**src/rtl/rxlen_pkg.sv**
```systemverilog
package rxlen_pkg;
  localparam int NUM_BKT = 6;
  localparam int IDX_TOT = NUM_BKT;
  localparam int IDX_OVS = NUM_BKT + 1;
  localparam int NUM_CNT = NUM_BKT + 2;
  localparam int ADDR_W  = 4;
  localparam int FCS_LEN = 4;

  localparam logic [ADDR_W-1:0] A_TOT  = 4'd6;
  localparam logic [ADDR_W-1:0] A_GTOT = 4'd7;
  localparam logic [ADDR_W-1:0] A_OLO  = 4'd8;
  localparam logic [ADDR_W-1:0] A_OHI  = 4'd9;
  localparam logic [ADDR_W-1:0] A_GOLO = 4'd10;
  localparam logic [ADDR_W-1:0] A_GOHI = 4'd11;
  localparam logic [ADDR_W-1:0] A_OVS  = 4'd12;

  // lower on-wire length bound of each size bin
  function automatic int bkt_lo(int idx);
    case (idx)
      0:       return 64;
      1:       return 65;
      2:       return 128;
      3:       return 256;
      4:       return 512;
      default: return 1024;
    endcase
  endfunction
endpackage

```
**src/rtl/rxlen_classify.sv**
```systemverilog
module rxlen_classify
  import rxlen_pkg::*;
#(
  parameter int LEN_W    = 16,
  parameter int MAX_STD  = 1522,
  parameter int MAX_LONG = 16384
) (
  input  logic [LEN_W-1:0]   len,
  input  logic               long_en,
  input  logic               store_bad,
  output logic               drop_now,
  output logic [NUM_BKT-1:0] bkt,
  output logic [LEN_W:0]     wire_len
);
  localparam logic [LEN_W:0] LIM_STD  = (LEN_W+1)'(MAX_STD);
  localparam logic [LEN_W:0] LIM_LONG = (LEN_W+1)'(MAX_LONG);

  logic [LEN_W:0] len_x;
  logic           too_long;

  assign len_x    = {1'b0, len};
  assign wire_len = len_x + (LEN_W+1)'(FCS_LEN);
  assign too_long = (len_x > LIM_LONG) || (!long_en && (len_x > LIM_STD));
  assign drop_now = too_long && !store_bad;

  for (genvar i = 0; i < NUM_BKT; i++) begin : g_bkt
    localparam logic [LEN_W:0] LO = (LEN_W+1)'(bkt_lo(i));
    if (i == NUM_BKT - 1) begin : g_top
      assign bkt[i] = (wire_len >= LO);
    end else begin : g_mid
      localparam logic [LEN_W:0] HI = (LEN_W+1)'(bkt_lo(i+1) - 1);
      assign bkt[i] = (wire_len >= LO) && (wire_len <= HI);
    end
  end
endmodule

```
**src/rtl/rxlen_sat_cnt.sv**
```systemverilog
module rxlen_sat_cnt #(
  parameter int W = 32
) (
  input  logic         clk,
  input  logic         rst,
  input  logic         inc,
  output logic [W-1:0] q
);
  always_ff @(posedge clk) begin
    if (rst) begin
      q <= '0;
    end else if (inc && (q != {W{1'b1}})) begin
      q <= q + 1'b1;
    end
  end
endmodule

```
**src/rtl/rxlen_oct_acc.sv**
```systemverilog
module rxlen_oct_acc #(
  parameter int W  = 64,
  parameter int AW = 17
) (
  input  logic          clk,
  input  logic          rst,
  input  logic          add_en,
  input  logic [AW-1:0] add_val,
  output logic [W-1:0]  tot
);
  localparam int SW = ((W > AW) ? W : AW) + 1;
  localparam logic [SW-1:0] TOP = SW'({W{1'b1}});

  logic [SW-1:0] sum;
  assign sum = SW'(tot) + SW'(add_val);

  always_ff @(posedge clk) begin
    if (rst) begin
      tot <= '0;
    end else if (add_en) begin
      if (sum > TOP) tot <= {W{1'b1}};
      else           tot <= sum[W-1:0];
    end
  end
endmodule

```
**src/rtl/rxlen_stats.sv**
```systemverilog
module rxlen_stats
  import rxlen_pkg::*;
#(
  parameter int LEN_W    = 16,
  parameter int CNT_W    = 32,
  parameter int MAX_STD  = 1522,
  parameter int MAX_LONG = 16384
) (
  input  logic              clk,
  input  logic              rst,
  input  logic              frm_done,
  input  logic [LEN_W-1:0]  frm_len,
  input  logic              long_en,
  input  logic              store_bad,
  output logic              drop,
  input  logic [ADDR_W-1:0] rd_addr,
  output logic [CNT_W-1:0]  rd_data
);
  localparam int OCT_W = 2 * CNT_W;

  logic               drop_now;
  logic [NUM_BKT-1:0] bkt;
  logic [LEN_W:0]     wire_len;
  logic               accept;
  logic [NUM_CNT-1:0] inc;
  logic [CNT_W-1:0]   cnt_val [NUM_CNT];
  logic [CNT_W-1:0]   tot_cnt;
  logic [CNT_W-1:0]   ovs_cnt;
  logic [OCT_W-1:0]   oct_tot;
  logic [CNT_W-1:0]   rd_nxt;

  rxlen_classify #(
    .LEN_W(LEN_W), .MAX_STD(MAX_STD), .MAX_LONG(MAX_LONG)
  ) u_cls (
    .len(frm_len), .long_en(long_en), .store_bad(store_bad),
    .drop_now(drop_now), .bkt(bkt), .wire_len(wire_len)
  );

  assign accept = frm_done && !drop_now;

  for (genvar i = 0; i < NUM_BKT; i++) begin : g_inc
    assign inc[i] = accept && bkt[i];
  end
  assign inc[IDX_TOT] = accept;
  assign inc[IDX_OVS] = frm_done && drop_now;

  for (genvar i = 0; i < NUM_CNT; i++) begin : g_cnt
    rxlen_sat_cnt #(.W(CNT_W)) u_c (
      .clk(clk), .rst(rst), .inc(inc[i]), .q(cnt_val[i])
    );
  end

  assign tot_cnt = cnt_val[IDX_TOT];
  assign ovs_cnt = cnt_val[IDX_OVS];

  rxlen_oct_acc #(.W(OCT_W), .AW(LEN_W+1)) u_oct (
    .clk(clk), .rst(rst), .add_en(accept), .add_val(wire_len), .tot(oct_tot)
  );

  always_comb begin
    rd_nxt = '0;
    for (int i = 0; i < NUM_BKT; i++) begin
      if (rd_addr == ADDR_W'(i)) rd_nxt = cnt_val[i];
    end
    case (rd_addr)
      A_TOT, A_GTOT: rd_nxt = tot_cnt;
      A_OLO, A_GOLO: rd_nxt = oct_tot[CNT_W-1:0];
      A_OHI, A_GOHI: rd_nxt = oct_tot[OCT_W-1:CNT_W];
      A_OVS:         rd_nxt = ovs_cnt;
      default: ;
    endcase
  end

  always_ff @(posedge clk) begin
    if (rst) begin
      drop    <= 1'b0;
      rd_data <= '0;
    end else begin
      drop    <= frm_done && drop_now;
      rd_data <= rd_nxt;
    end
  end
endmodule

```
**config.mk**
```make
export PLATFORM = sky130hd
export DESIGN_NAME = rxlen_stats
export DESIGN_NICKNAME = d
export VERILOG_FILES = /design/src/rtl/rxlen_pkg.sv /design/src/rtl/rxlen_classify.sv /design/src/rtl/rxlen_sat_cnt.sv /design/src/rtl/rxlen_oct_acc.sv /design/src/rtl/rxlen_stats.sv
export SDC_FILE = /design/constraint.sdc
export NUM_CORES = 1
export LEC_CHECK = 0
export BUFFER_PORTS_ARGS = -buffer_cell sky130_fd_sc_hd__clkbuf_2
export CORE_UTILIZATION = 35
export CTS_BUF_LIST = sky130_fd_sc_hd__clkbuf_4
export CTS_CLUSTER_DIAMETER = 150
export CTS_CLUSTER_SIZE = 12
export DETAILED_ROUTE_END_ITERATION = 8
export PLACE_DENSITY = 0.6
export SLEW_MARGIN = 20
export SYNTH_ARGS = -nofsm -noshare
export SYNTH_HDL_FRONTEND = slang
export SYNTH_SLANG_ARGS = --single-unit
```
**constraint.sdc**
```tcl
create_clock -name clk -period 6.65 [get_ports clk]
set_clock_uncertainty 0.05 [all_clocks]
set_input_delay 1.995 -clock clk [delete_from_list [all_inputs] [get_ports clk]]
set_output_delay 1.995 -clock clk [all_outputs]
set_load 0.005 [all_outputs]
```
## Word level (Yosys, flattened, before mapping)

Index checks and enable logic that the tools add are counted.

| storage, ports and cells | value |
|---|---|
| bits in registers | 353 |
| input port bits | 25 |
| output and inout port bits | 33 |
| word-level logic and storage cells | 94 |

| cells by class | value |
|---|---|
| add/sub/neg operators | 10 |
| magnitude comparators | 14 |
| equal/unequal tests | 20 |
| mux-type cells | 8 |
| reductions and logical operators | 31 |

Operators by type and width:

| cell | number |
|---|---|
| adder 32 x 1 -> 32 bit (second input constant) | 8 |
| != test 32 bit (second input constant) | 8 |
| 2-to-1 mux 32 bit | 6 |
| case mux 32 bit (4 select lines) | 1 |
| adder 64 x 17 -> 65 bit | 1 |
| > comparator 65 x 64 -> 1 bit (second input constant) | 1 |
| 2-to-1 mux 64 bit | 1 |
| >= comparator 17 x 7 -> 1 bit (second input constant) | 2 |
| <= comparator 17 x 7 -> 1 bit (second input constant) | 2 |
| logical AND 1 bit | 23 |
| == test 4 bit (second input constant) | 5 |
| adder 16 x 3 -> 17 bit (second input constant) | 1 |
| >= comparator 17 x 10 -> 1 bit (second input constant) | 1 |
| >= comparator 17 x 11 -> 1 bit (second input constant) | 1 |
| >= comparator 17 x 8 -> 1 bit (second input constant) | 1 |
| >= comparator 17 x 9 -> 1 bit (second input constant) | 1 |
| <= comparator 17 x 10 -> 1 bit (second input constant) | 1 |
| <= comparator 17 x 8 -> 1 bit (second input constant) | 1 |
| <= comparator 17 x 9 -> 1 bit (second input constant) | 1 |
| == test 4 x 3 -> 1 bit (second input constant) | 4 |
| > comparator 16 x 11 -> 1 bit (second input constant) | 1 |
| > comparator 16 x 15 -> 1 bit (second input constant) | 1 |
| == test 4 x 2 -> 1 bit (second input constant) | 2 |
| OR reduction 2 bit | 3 |
| 4 further kinds | 6 |

## Depth between registers and ports, before layout

| logic depth | value |
|---|---|
| depth after elaboration | 8 |
| gate-level depth with buffers | 17 |
| gate-level depth less buffers | 14 |

## Cells and area by module

Synthesis repeated with hierarchy kept, for this count alone.

| unflattened totals | value |
|---|---|
| cell total of the unflattened synthesis | 2660 |
| area, all modules | 22058.7 µm² |

Modules (own cells, without submodules):

| module | times used | cells an instance | area an instance (µm²) | seq. area each (µm²) |
|---|---|---|---|---|
| rxlen_sat_cnt | 8 | 199 | 1674.1 | 640.6 |
| rxlen_oct_acc | 1 | 551 | 4237.8 | 1281.2 |
| rxlen_stats | 1 | 425 | 3776.1 | 660.6 |
| rxlen_classify | 1 | 92 | 651.9 | 0.0 |

## Worst setup path after synthesis

OpenSTA, ideal clock, no wires.

| timing | value |
|---|---|
| path type | input to register |
| from | input port frm_len[2] |
| to | register u_oct.tot[54] |
| library setup time | 0.129 ns |
| arrival | 4.972 ns |
| required time | 6.471 ns |
| slack | 1.499 ns |
| stages on the path | 15 |
| buffers on the path | 1 |
| path through | ha_1 buf_2 and4_1 a21boi_0 nor2_1 inv_1 ha_1 nand2_1 nor3_1 nand4_1 a21oi_1 o21ai_1 or4_1 o21ai_0 o41ai_1 |

| on the way | value |
|---|---|
| cells in the longest elaborated chain, start to end | 6 |
| elaborated cells between the ends (all ways) | 11 |
| classes of those cells | 2 x add/sub; 3 x order compare; 1 x mux; 5 x reduce/logical |

Ends and longest elaborated chain:

| what | line | RTL |
|---|---|---|
| start, declared | rxlen_stats.sv:12 | `input logic [LEN_W-1:0] frm_len,` |
| parallel branches: the longest is 6 deep, another holds adder 64 x 17 -> 65 bit | n/a |  |
| end signal, assigned | rxlen_oct_acc.sv:21 | `if (sum > TOP) tot <= {W{1'b1}};` |
| end signal, assigned | rxlen_oct_acc.sv:22 | `else tot <= sum[W-1:0];` |
| end, declared | rxlen_oct_acc.sv:9 | `output logic [W-1:0] tot` |

Parallel ways; which one is timed is not known.
A chain may end at the register's enable or synchronous reset.

## Final worst setup path

| timing | value |
|---|---|
| from | input port frm_len[3] |
| to | register u_oct.tot[53] |

The elaborated chain is that of the path after synthesis.

==> out/summary.txt <==
Nets: 2479
number of synthesized register bits: 353
met2 Usage GRT: 0.394
met1 usage in global routing: 0.321
total power: 3.52 mW
fmax: 0.184 GHz
initial antenna violation count: 3
Maximum Capacitance Violations: 0
Worst setup SP type: primary input
FILL cells: 5671
CTS Hold Bufs: 0
post-placement cell area: 20600 µm²
Slowest cell on crit path: nor3_1
first-pass GRT wire length: 107 mm
Final Wtd Congestion: 0.991
Port Buf Inserts: 57
grt ovf: 0
Global Route met3 Usage: 0.0385
remaining routing DRC violations: 0
worst path cell trace: clkbuf_2 > ha_1 > nand4_1 > nor2_1 > nand4_1 > xnor2_1 > ha_1 > nor2_1 > nor2b_1 > o2111ai_1 > nand3b_1 > o211ai_1 > nand2_1 > nor3_1 > a311oi_1
Worst Path Max Fanout: 12
post-CTS sizing: 0
asr flop ratio synth: 0
hpwl dp: 52.3 mm
multi-input logic area: 11800 µm²
cell taking the most area after synthesis: dfxtp_1
synth top area cells: dfxtp_1, xnor2_1, nor2_1, a21oi_1, nand3_1
slew margin rel.: 0.254
Starting Density: 0.356
CP Capture Type: flop
leak pwr: 6.62 nW
final hold slack: 0.458 ns
drt total wl: 70.8 mm
Flop pwr share: 0.613
synth warn: 0
WL/cell: 22.3 µm
critical setup path kind: in -> reg
Max IR drop VDD: 0.120 mV
Hold Crit Class: reg -> reg
number of synthesized flops with an enable pin: 0
share of cells above drive strength 1: 0.0862
total setup buffers inserted after CTS: 0
Cell Count, Final, Fillers Out: 3175
Mapped Cells: 2443
Area Overhead vs Synth: 6.62%
register area: 7070 µm²
final hold violations: 0
Slew Limit Fails: 0
Syn Nets: 2497
gr busiest metal: met2
Worst Max-Slew Pin Slew: 1.12 ns
Die Y: 239 µm
Root Buffer: clkbuf_4
fin area: 20900 µm²
FP Rows: 86
number of CTS-inserted buffers: 35
DP Worst Slack: 0.482 ns
RSZ-0062 raised after global routing: false
post-synth top area share: 0.360
vias in the first global route: 17500
DR vias/cell: 6.05
synthesized cell area: 19600 µm²
worst endpoint required time: 7.25 ns
CTS Buffer Depth: 3
H-tree Lvls: 2
dpl cells: 3136
Synth Flop Type: dfxtp_1
largest net degree at the start of global routing: 136
most numerous cell in the Yosys netlist: dfxtp_1
Net Sw Frac: 0.287
I/O Pins: 58
sequential area share after synthesis: 0.360
setup violators final: 0
Logic pwr share: 0.101
Crit path largest cell delay: 0.55 ns
vias: 19200
Mean Syn Cell Area: 8.03 µm²
remaining antenna violation count: 0
Netlist cell types: 84
power per cell area: 168 nW/µm²
core area: 55200 µm²
die width: 239 µm
DR pass1 iterations: 7
final core occ: 0.379
Sink Count: 353
Setup TNS: 0 ns
period utilization: 0.817
status: complete, no violations
Pint: 2.51 mW
CP Data Arrival Time: 6.03 ns
Worst-path clk slew: 0.14 ns
commonest cells in the netlist: dfxtp_1, nor2_1, nand2_1
initial DRC count: 2427
DIE AREA: 57000 µm²
clock network power share: 0.286
Final Worst Setup Slack: 1.22 ns
GRT Overall Usage: 0.243
Tmin final: 5.43 ns
sw power: 1.01 mW
CTS tree: done
Worst-Skew Late Latency: 0.80 ns
-- per-layer routing --
layer	up-vias	routed length, µm
li1	8964	-
met1	9246	30200
met2	821	32100
met3	158	5490
met4	4	3010
met5	-	23
-- layout make-up --
cell class | instances | area share
Multi-Input combinational cell | 1878 | 0.564
Inverter | 60 | 0.0108
Tap cell | 748 | 0.0447
Clock buffer | 37 | 0.0133
Sequential cell | 353 | 0.338
Antenna cell | 1 | 0.000120
Clock inverter | 1 | 0.000419
Timing Repair Buffer | 97 | 0.0291
-- critical path: cells and delay by family --
kind / cells / cell delay, ns
compound gates: 3 / 0.67
simple gates: 8 / 2.23
fa+ha+maj: 2 / 0.70
buf+inv: 1 / 0.20
xor+xnor: 1 / 0.23
-- flip-flops by register name, indices dropped and copies added (netlist names) --
register and flops:
drop 1, g_cnt.u_c.q 256, rd_data 32, u_oct.tot 64
-- path summary, 6_finish.rpt --
path,startpoint,end,slack [ns],cells past startpoint
max,frm_len[3],u_oct.tot[53]$_SDFFE_PP0P_,1.22,15
min,g_cnt[2].u_c.q[1]$_SDFFE_PP0P_,g_cnt[2].u_c.q[1]$_SDFFE_PP0P_,0.46,2
max reg2reg,g_cnt[4].u_c.q[14]$_SDFFE_PP0P_,g_cnt[4].u_c.q[16]$_SDFFE_PP0P_,3.09,8
min reg2reg,g_cnt[2].u_c.q[1]$_SDFFE_PP0P_,g_cnt[2].u_c.q[1]$_SDFFE_PP0P_,0.46,2
-- power groups by stage --
stage | logic, mW | clock network (mW) | registers, mW
after global routing | 0.383 | 1.12 | 2.16
after CTS | 0.348 | 1.04 | 2.16
final | 0.356 | 1.01 | 2.16
after floorplan | 0.234 | 0 | 2.19
after global placement | 0.342 | 0 | 2.20
after detailed placement | 0.347 | 0 | 2.20
-- cell families (layout without fill, tap and decap cells) --
family,count (synthesis),count (layout),synth area share
and+or+nand+nor,1077,1077,0.281
AOI/OAI and AO/OA,524,524,0.182
DFF,353,353,0.360
buffers and inverters,212,195,0.0418
xor gates and xnor gates,191,191,0.0852
muxes,57,57,0.0306
adders and majority gates,29,29,0.0189
other,0,1,0
-- placed cells by master, fill, tap and decap left out, types with 54 or more instances in the layout --
master	Yosys	routed
nand3_1	125	125
clkbuf_2	1	56
a21oi_1	127	126
xnor2_1	126	126
or3_1	54	54
and3_1	58	58
dfxtp_1	353	353
xor2_1	65	65
inv_1	60	60
nor3_1	109	105
nand2_1	165	165
o21ai_0	100	100
nand4_1	85	85
nor2_1	289	287
nor4_1	58	57
Note: power is estimated with default switching activity, not from simulation.
